[src/rtl/fe_tx_pkg.sv]
package fe_tx_pkg;
    localparam int GRP_W  = 5;
    localparam int NIB_W  = 4;
    localparam int LFSR_W = 11;
    localparam int CNT_W  = $clog2(GRP_W);
    localparam int TAP_HI = LFSR_W - 1;
    localparam int TAP_LO = 8;

    typedef logic [GRP_W-1:0] grp_t;
    typedef logic [1:0]       lvl_t;

    localparam lvl_t LVL_POS  = 2'b01;
    localparam lvl_t LVL_ZERO = 2'b00;
    localparam lvl_t LVL_NEG  = 2'b11;

    localparam grp_t CG_IDLE = 5'b11111;
    localparam grp_t CG_J    = 5'b11000;
    localparam grp_t CG_K    = 5'b10001;
    localparam grp_t CG_T    = 5'b01101;
    localparam grp_t CG_R    = 5'b00111;
    localparam grp_t CG_H    = 5'b00100;

    typedef enum logic [1:0] {
        ST_IDLE = 2'd0,
        ST_SSD2 = 2'd1,
        ST_DATA = 2'd2,
        ST_ESD2 = 2'd3
    } enc_state_e;

    typedef struct packed {
        enc_state_e       st;
        logic [CNT_W-1:0] cnt;
        grp_t             sh;
    } grp_regs_t;

    typedef struct packed {
        logic       nrzi;
        logic [1:0] ph;
    } line_regs_t;

    function automatic grp_t map_nibble(input logic [NIB_W-1:0] n);
        grp_t g;
        case (n)
            4'h0: g = 5'b11110;
            4'h1: g = 5'b01001;
            4'h2: g = 5'b10100;
            4'h3: g = 5'b10101;
            4'h4: g = 5'b01010;
            4'h5: g = 5'b01011;
            4'h6: g = 5'b01110;
            4'h7: g = 5'b01111;
            4'h8: g = 5'b10010;
            4'h9: g = 5'b10011;
            4'hA: g = 5'b10110;
            4'hB: g = 5'b10111;
            4'hC: g = 5'b11010;
            4'hD: g = 5'b11011;
            4'hE: g = 5'b11100;
            default: g = 5'b11101;
        endcase
        return g;
    endfunction
endpackage

[src/rtl/fe_tx_grouper.sv]
module fe_tx_grouper
    import fe_tx_pkg::*;
(
    input  logic             clk,
    input  logic             rst_n,
    input  logic             tx_en,
    input  logic             tx_er,
    input  logic [NIB_W-1:0] txd,
    output logic             nib_take,
    output logic             code_bit
);
    localparam logic [CNT_W-1:0] LAST = CNT_W'(GRP_W - 1);

    grp_regs_t r_q, r_d;

    always_comb begin
        grp_t       grp;
        enc_state_e nxt;
        r_d      = r_q;
        nib_take = (r_q.cnt == LAST);
        grp      = CG_IDLE;
        nxt      = r_q.st;
        case (r_q.st)
            ST_IDLE: begin
                if (tx_en) begin
                    grp = CG_J;
                    nxt = ST_SSD2;
                end
            end
            ST_SSD2: begin
                grp = CG_K;
                nxt = ST_DATA;
            end
            ST_DATA: begin
                if (tx_en) begin
                    grp = tx_er ? CG_H : map_nibble(txd);
                end else begin
                    grp = CG_T;
                    nxt = ST_ESD2;
                end
            end
            default: begin
                grp = CG_R;
                nxt = ST_IDLE;
            end
        endcase
        if (nib_take) begin
            r_d.sh  = grp;
            r_d.cnt = '0;
            r_d.st  = nxt;
        end else begin
            r_d.sh  = {r_q.sh[GRP_W-2:0], 1'b0};
            r_d.cnt = r_q.cnt + 1'b1;
        end
    end

    always_ff @(posedge clk) begin
        if (!rst_n) begin
            r_q.st  <= ST_IDLE;
            r_q.cnt <= LAST;
            r_q.sh  <= CG_IDLE;
        end else begin
            r_q <= r_d;
        end
    end

    assign code_bit = r_q.sh[GRP_W-1];
endmodule

[src/rtl/fe_tx_scrambler.sv]
module fe_tx_scrambler
    import fe_tx_pkg::*;
#(
    parameter logic [LFSR_W-1:0] SEED = '1
) (
    input  logic              clk,
    input  logic              rst_n,
    input  logic              bit_in,
    output logic              bit_out,
    output logic [LFSR_W-1:0] state
);
    logic [LFSR_W-1:0] lfsr_q, lfsr_d;
    logic              key;

    always_comb begin
        key     = lfsr_q[TAP_HI] ^ lfsr_q[TAP_LO];
        lfsr_d  = {lfsr_q[LFSR_W-2:0], key};
        bit_out = bit_in ^ key;
    end

    always_ff @(posedge clk) begin
        if (!rst_n) lfsr_q <= SEED;
        else        lfsr_q <= lfsr_d;
    end

    assign state = lfsr_q;
endmodule

[src/rtl/fe_tx_line.sv]
module fe_tx_line
    import fe_tx_pkg::*;
(
    input  logic clk,
    input  logic rst_n,
    input  logic fiber_mode,
    input  logic bit_in,
    output lvl_t level
);
    line_regs_t l_q, l_d;

    always_comb begin
        l_d      = l_q;
        l_d.nrzi = l_q.nrzi ^ bit_in;
        if (bit_in) l_d.ph = l_q.ph + 2'd1;
        if (fiber_mode) begin
            level = l_q.nrzi ? LVL_POS : LVL_ZERO;
        end else begin
            case (l_q.ph)
                2'd1:    level = LVL_POS;
                2'd3:    level = LVL_NEG;
                default: level = LVL_ZERO;
            endcase
        end
    end

    always_ff @(posedge clk) begin
        if (!rst_n) l_q <= '0;
        else        l_q <= l_d;
    end
endmodule

[src/rtl/fe_tx_encoder.sv]
module fe_tx_encoder
    import fe_tx_pkg::*;
#(
    parameter logic [LFSR_W-1:0] SCR_SEED = 11'h7FF
) (
    input  logic             clk,
    input  logic             rst_n,
    input  logic             fiber_mode,
    input  logic             tx_en,
    input  logic             tx_er,
    input  logic [NIB_W-1:0] txd,
    output logic             nib_take,
    output logic [1:0]       line_lvl
);
    logic              code_bit;
    logic              scr_bit;
    logic              line_bit;
    logic [LFSR_W-1:0] scr_state;

    fe_tx_grouper u_grp (
        .clk      (clk),
        .rst_n    (rst_n),
        .tx_en    (tx_en),
        .tx_er    (tx_er),
        .txd      (txd),
        .nib_take (nib_take),
        .code_bit (code_bit)
    );

    fe_tx_scrambler #(.SEED(SCR_SEED)) u_scr (
        .clk     (clk),
        .rst_n   (rst_n),
        .bit_in  (code_bit),
        .bit_out (scr_bit),
        .state   (scr_state)
    );

    assign line_bit = fiber_mode ? code_bit : scr_bit;

    fe_tx_line u_line (
        .clk        (clk),
        .rst_n      (rst_n),
        .fiber_mode (fiber_mode),
        .bit_in     (line_bit),
        .level      (line_lvl)
    );
endmodule

[config.mk]
export PLATFORM = sky130hd
export DESIGN_NAME = fe_tx_encoder
export DESIGN_NICKNAME = d
export VERILOG_FILES = /design/src/rtl/fe_tx_pkg.sv /design/src/rtl/fe_tx_grouper.sv /design/src/rtl/fe_tx_scrambler.sv /design/src/rtl/fe_tx_line.sv /design/src/rtl/fe_tx_encoder.sv
export SDC_FILE = /design/constraint.sdc
export NUM_CORES = 1
export LEC_CHECK = 0
export ABC_AREA = 1
export BUFFER_PORTS_ARGS = -buffer_cell sky130_fd_sc_hd__buf_2
export CAP_MARGIN = 20
export CELL_PAD_IN_SITES_DETAIL_PLACEMENT = 0
export CELL_PAD_IN_SITES_GLOBAL_PLACEMENT = 1
export CORE_MARGIN = 2
export CORE_UTILIZATION = 45
export DETAILED_ROUTE_END_ITERATION = 10
export PLACE_DENSITY_LB_ADDON = 0.1
export SYNTH_ARGS = -nofsm -noshare
export SYNTH_HDL_FRONTEND = slang
export SYNTH_SLANG_ARGS = --single-unit
[constraint.sdc]
create_clock -name clk -period 2.9 [get_ports clk]
set_input_delay 0.58 -clock clk [delete_from_list [all_inputs] [get_ports clk]]
set_output_delay 0.58 -clock clk [all_outputs]
set_load 0.02 [all_outputs]
After elaboration in Yosys (flattened, before gate mapping). Memories as Yosys holds them, arrays and structs flattened. Cells that the tools add are included. W data, S select, Z words.

Add/sub/neg operators: 2. Multiply operators: 0. Divide/modulo/power cells: 0. $lt $le $gt $ge: 0. Equal/unequal tests: 7. Shift-type cells: 0. Multiplexer cells: 12. Bitwise gates (word level): 4. Reductions and logical operators: 3.

Operator list (count): $pmux W5 S3 (1); $mux W5 (2); $mux W8 (1); $mux W2 (3); $pmux W2 S3 (1); $eq A2 B1 Y1 const B (2); $eq A2 B2 Y1 const B (2); $ne A2 B2 Y1 const B (2); $pmux W2 S2 (1); $add A3 B1 Y3 const B (1); $eq A3 B3 Y1 const B (1); $mux W3 (1); $reduce_and A3 Y1 (1); $xor A1 B1 Y1 (3); $add A2 B1 Y2 const B (1); $logic_not A2 Y1 (1); $mux W1 (2); $reduce_or A2 Y1 (1); $not A1 Y1 (1).

Register bits after elaboration: 24. Latch bits: 0. RAM bits: 0. Memory bits (read-only): 80. Input bits: 9. Logic and storage cells: 36. Memories kept: 1.

Memories: (no name shown) (depth 16, width 5, rd ports 1, clocked after memory_dff 0, write ports 0, RTL line fe_tx_pkg.sv:43) `case (n)`.

Longest topological paths before layout. An unclocked memory read counts as a cell.

Word-level depth: 5. Depth in mapped cells: 8. Mapped depth without buffers: 8.

Cells and area by module. From an unflattened synthesis, not the netlist that was laid out.

Cells, all modules: 154. Area, all modules: 1097.3 sq um.

Modules (own cells, without submodules): fe_tx_grouper (times used 1, cells each 84, area each 580.6 sq um); fe_tx_scrambler (times used 1, cells each 42, area each 344.1 sq um); fe_tx_line (times used 1, cells each 24, area each 157.7 sq um); fe_tx_encoder (times used 1, cells each 4, area each 15.0 sq um).

Worst setup path before layout. OpenSTA, ideal clock, no wires.

Path type: input to output. From: input port fiber_mode. To: output port line_lvl[0]. Arrival time: 1147 ps. Slack: 1173 ps. Cell stages on the path: 2. Path buffers: 0. Path through: inv_1 -> o21ai_0.

Cells in the longest elaborated chain, start to end: 1.

RTL lines: from (decl) (RTL line fe_tx_encoder.sv:8) `input logic fiber_mode,`; $mux W2 (RTL line fe_tx_line.sv:16) `if (fiber_mode) begin`; to (decl) (RTL line fe_tx_encoder.sv:13) `output logic [1:0] line_lvl`.

No other way between the ends.

Worst setup path after layout.
From: register u_grp.r_q[5] in the netlist's numbering. To: output port nib_take.

Cells in the longest elaborated chain, start to end: 1.

RTL lines: from (decl) (RTL line fe_tx_grouper.sv:14) `grp_regs_t r_q, r_d;`; from (signal assigned) (RTL line fe_tx_grouper.sv:63) `r_q <= r_d;`; $eq A3 B3 Y1 (RTL line fe_tx_grouper.sv:20) `nib_take = (r_q.cnt == LAST);`; to (decl) (RTL line fe_tx_encoder.sv:12) `output logic nib_take,`.

No other way between the ends.

==> impl_metrics.yaml <==
layout:
  fin_nets: 170
  areaGrowthSynthToFinish_pct: 9.79
  n_antenna_cell: 0
  drive_above_1_share_pct: 21.7
grt:
  grt_max_degree: 15
  overflow: 0
  grt_pass1_vias: 768
  grt_usage_pct: 14.7
  grt_pass1_wl_mm: 3.08
  antenna_found_initial: 0
worst_setup_path:
  cp_max_fo: 5
  critPathKind: "reg2out"
  arrival_ps: 1310
  required_ps: 2320
  cp-end-kind: "primary output"
  start_kind: "flip-flop"
floorplanning:
  num_io_pins: 12
  dieArea_um2: 2920
  start_util_pct: 46.2
  die_h_um: 54.0
  die_w_um: 54.0
  coreArea_um2: 2430
  rows: 18
yosys:
  synth_area_um2: 1120
  synth_edf_count: 0
  synth_area_per_cell_um2: 8.09
  seq_area_frac_synth_pct: 42.7
  synthTopCellsByCount: "dfxtp_1, inv_1, nor2_1, nand2_1, a21oi_1"
  synthTopCellsByArea: "dfxtp_1, ha_1, inv_1, nor2_1, nand2_1"
  synthFlopType: "dfxtp_1"
  synth.most_common_cell: "dfxtp_1"
  yosysWarnings: 0
  synthesis.nets: 156
  synth_top_area_cell: "dfxtp_1"
  ys_ff_latch: 24
  synth_cell_types: 24
  async_flop_share_pct: 0
  syn_inst: 139
  synth_top_area_share_pct: 42.7
sta:
  relSlewSlack_pct: 82.1
  hold_viol_final: 0
  fmaxAchievable_ghz: 0.528
  setup_viol: 0
  final.setup.tns_ps: 0
  finalMaxSlewViolations: 0
  setup_ws_ps: 1010
  tightest_slew_ps: 267
  finalCriticalPeriod_ps: 1890
  clock_skew_ps: 1.99
  min_period_over_period_pct: 65.3
  rsz0062_at_grt: "no"
job:
  cap_viol_max_count: 0
place:
  port-buffer-count: 11
  place_ws_ps: 1140
  place.gp.congestion: 0.746
  hpwl_mm: 1.37
clock_tree:
  clockBufferDepth: 2
  cts_buffers: 3
  hold_buffers: 0
  post-cts-setup-buffers: 0
  cts_root_buf: "clkbuf_4"
  htree_levels: 1
  clk_pin_slew_ps: 120
  cts_sinks: 24
  cts_resized: 0
  insertion_delay_ps: 310
  cts_tree: "done"
drt:
  wl_per_cell_um: 9.52
  vias_per_cell: 4.62
  vias: 840
  first_pass_iters: 4
  drt_wl_total_mm: 1.73
  ant_nets: 0
  drtIter0Drc: 12
  post-route-drc-count: 0
pwr:
  totalPowerFinal_w: 0.000968
  leakage_nw: 0.588
  cellPowerDensity_nw_per_um2: 784
  ir_drop_mv: 0.492
run_status:
  status: "finished, final reports clean"
min_path:
  hp-class: "reg2reg"
[layout make-up]
cell class / count / area, um2
clock buffers: 4 / 36.3
fillers: 251 / 1200
inverters: 23 / 87.6
multi-input cells: 90 / 538
flip-flops and latches: 24 / 480
well taps: 30 / 37.5
repair buffers: 11 / 55.1
[cells in the final DEF, fill, tap and decap left out, types with 3 or more instances in the layout]
cell type  Yosys  routed
buf_2          0      11
nor2_1        18      18
o21ai_0        6       6
dfxtp_1       24      24
inv_2          4       4
nand2_1       16      16
inv_1         18      18
a21oi_1       10      10
nand2_2        4       4
clkbuf_4       0       3
nand3_1        6       6
or2_1          8       8
ha_1           8       8
[cell families after synthesis]
group,after synthesis,synth area share [%]
AND/OR/NAND/NOR,62,29.5
adder cells (fa/ha/maj),8,8.90
flip-flops,24,42.7
AO/OA/AOI/OAI,19,8.68
buffers and inverters,25,9.45
XOR/XNOR,1,0.779
[per-layer routing]
layer  routed length [um]  track usage [%]
met5                    0                0
met1                  818             17.2
met4                   20             5.00
met3                   65             4.17
met2                  829             25.6
[stage by stage]
| step | cell area (um2) | utilization, % | cells | hold slack (ps) |
|---|---|---|---|---|
| final | 1230 | 50.8 | 182 | 425 |
| after global routing | 1230 | 50.8 | 182 | 432 |
| after CTS | 1230 | 50.8 | 182 | 426 |
| after detailed placement | 1200 | 49.3 | 178 | 396 |
| after global placement | 1200 | 49.3 | 178 | 389 |
| after floorplan | 1120 | - | 139 | 385 |
[worst max-delay path, stage by stage (launching register included)]
cell	delay (ps)
dfxtp_1	380
inv_1	60
ha_1	200
nand2_2	90
clkinv_2	110
buf_2	170
[sequential cells by signal, indices dropped and copies added, names as in the netlist]
signal and flops:
u_grp.code_bit 1, u_grp.r_q 9, u_line.l_q 3, u_scr.state 11
[report_power, final]
group          internal [W]  switching [W]  leakage [nW]  total, W
logic              0.000135       0.000221         0.369  0.000355
clock network     0.0000766      0.0000948        0.0210  0.000171
registers          0.000403      0.0000380         0.198  0.000441
total              0.000614       0.000353         0.588  0.000968
[worst paths after layout]
check	startpoint	slack (ps)	cells after the start	to
setup / recovery	u_grp.r_q[5]$_SDFF_PP0_	1010	5	nib_take
hold / removal	u_scr.state[7]$_SDFF_PN1_	420	1	u_scr.state[8]$_SDFF_PN1_
setup reg to reg	u_grp.r_q[5]$_SDFF_PP0_	1640	8	u_grp.r_q[2]$_SDFF_PN1_
hold reg to reg	u_scr.state[7]$_SDFF_PN1_	420	1	u_scr.state[8]$_SDFF_PN1_
Power figures use the tool's default switching activity.
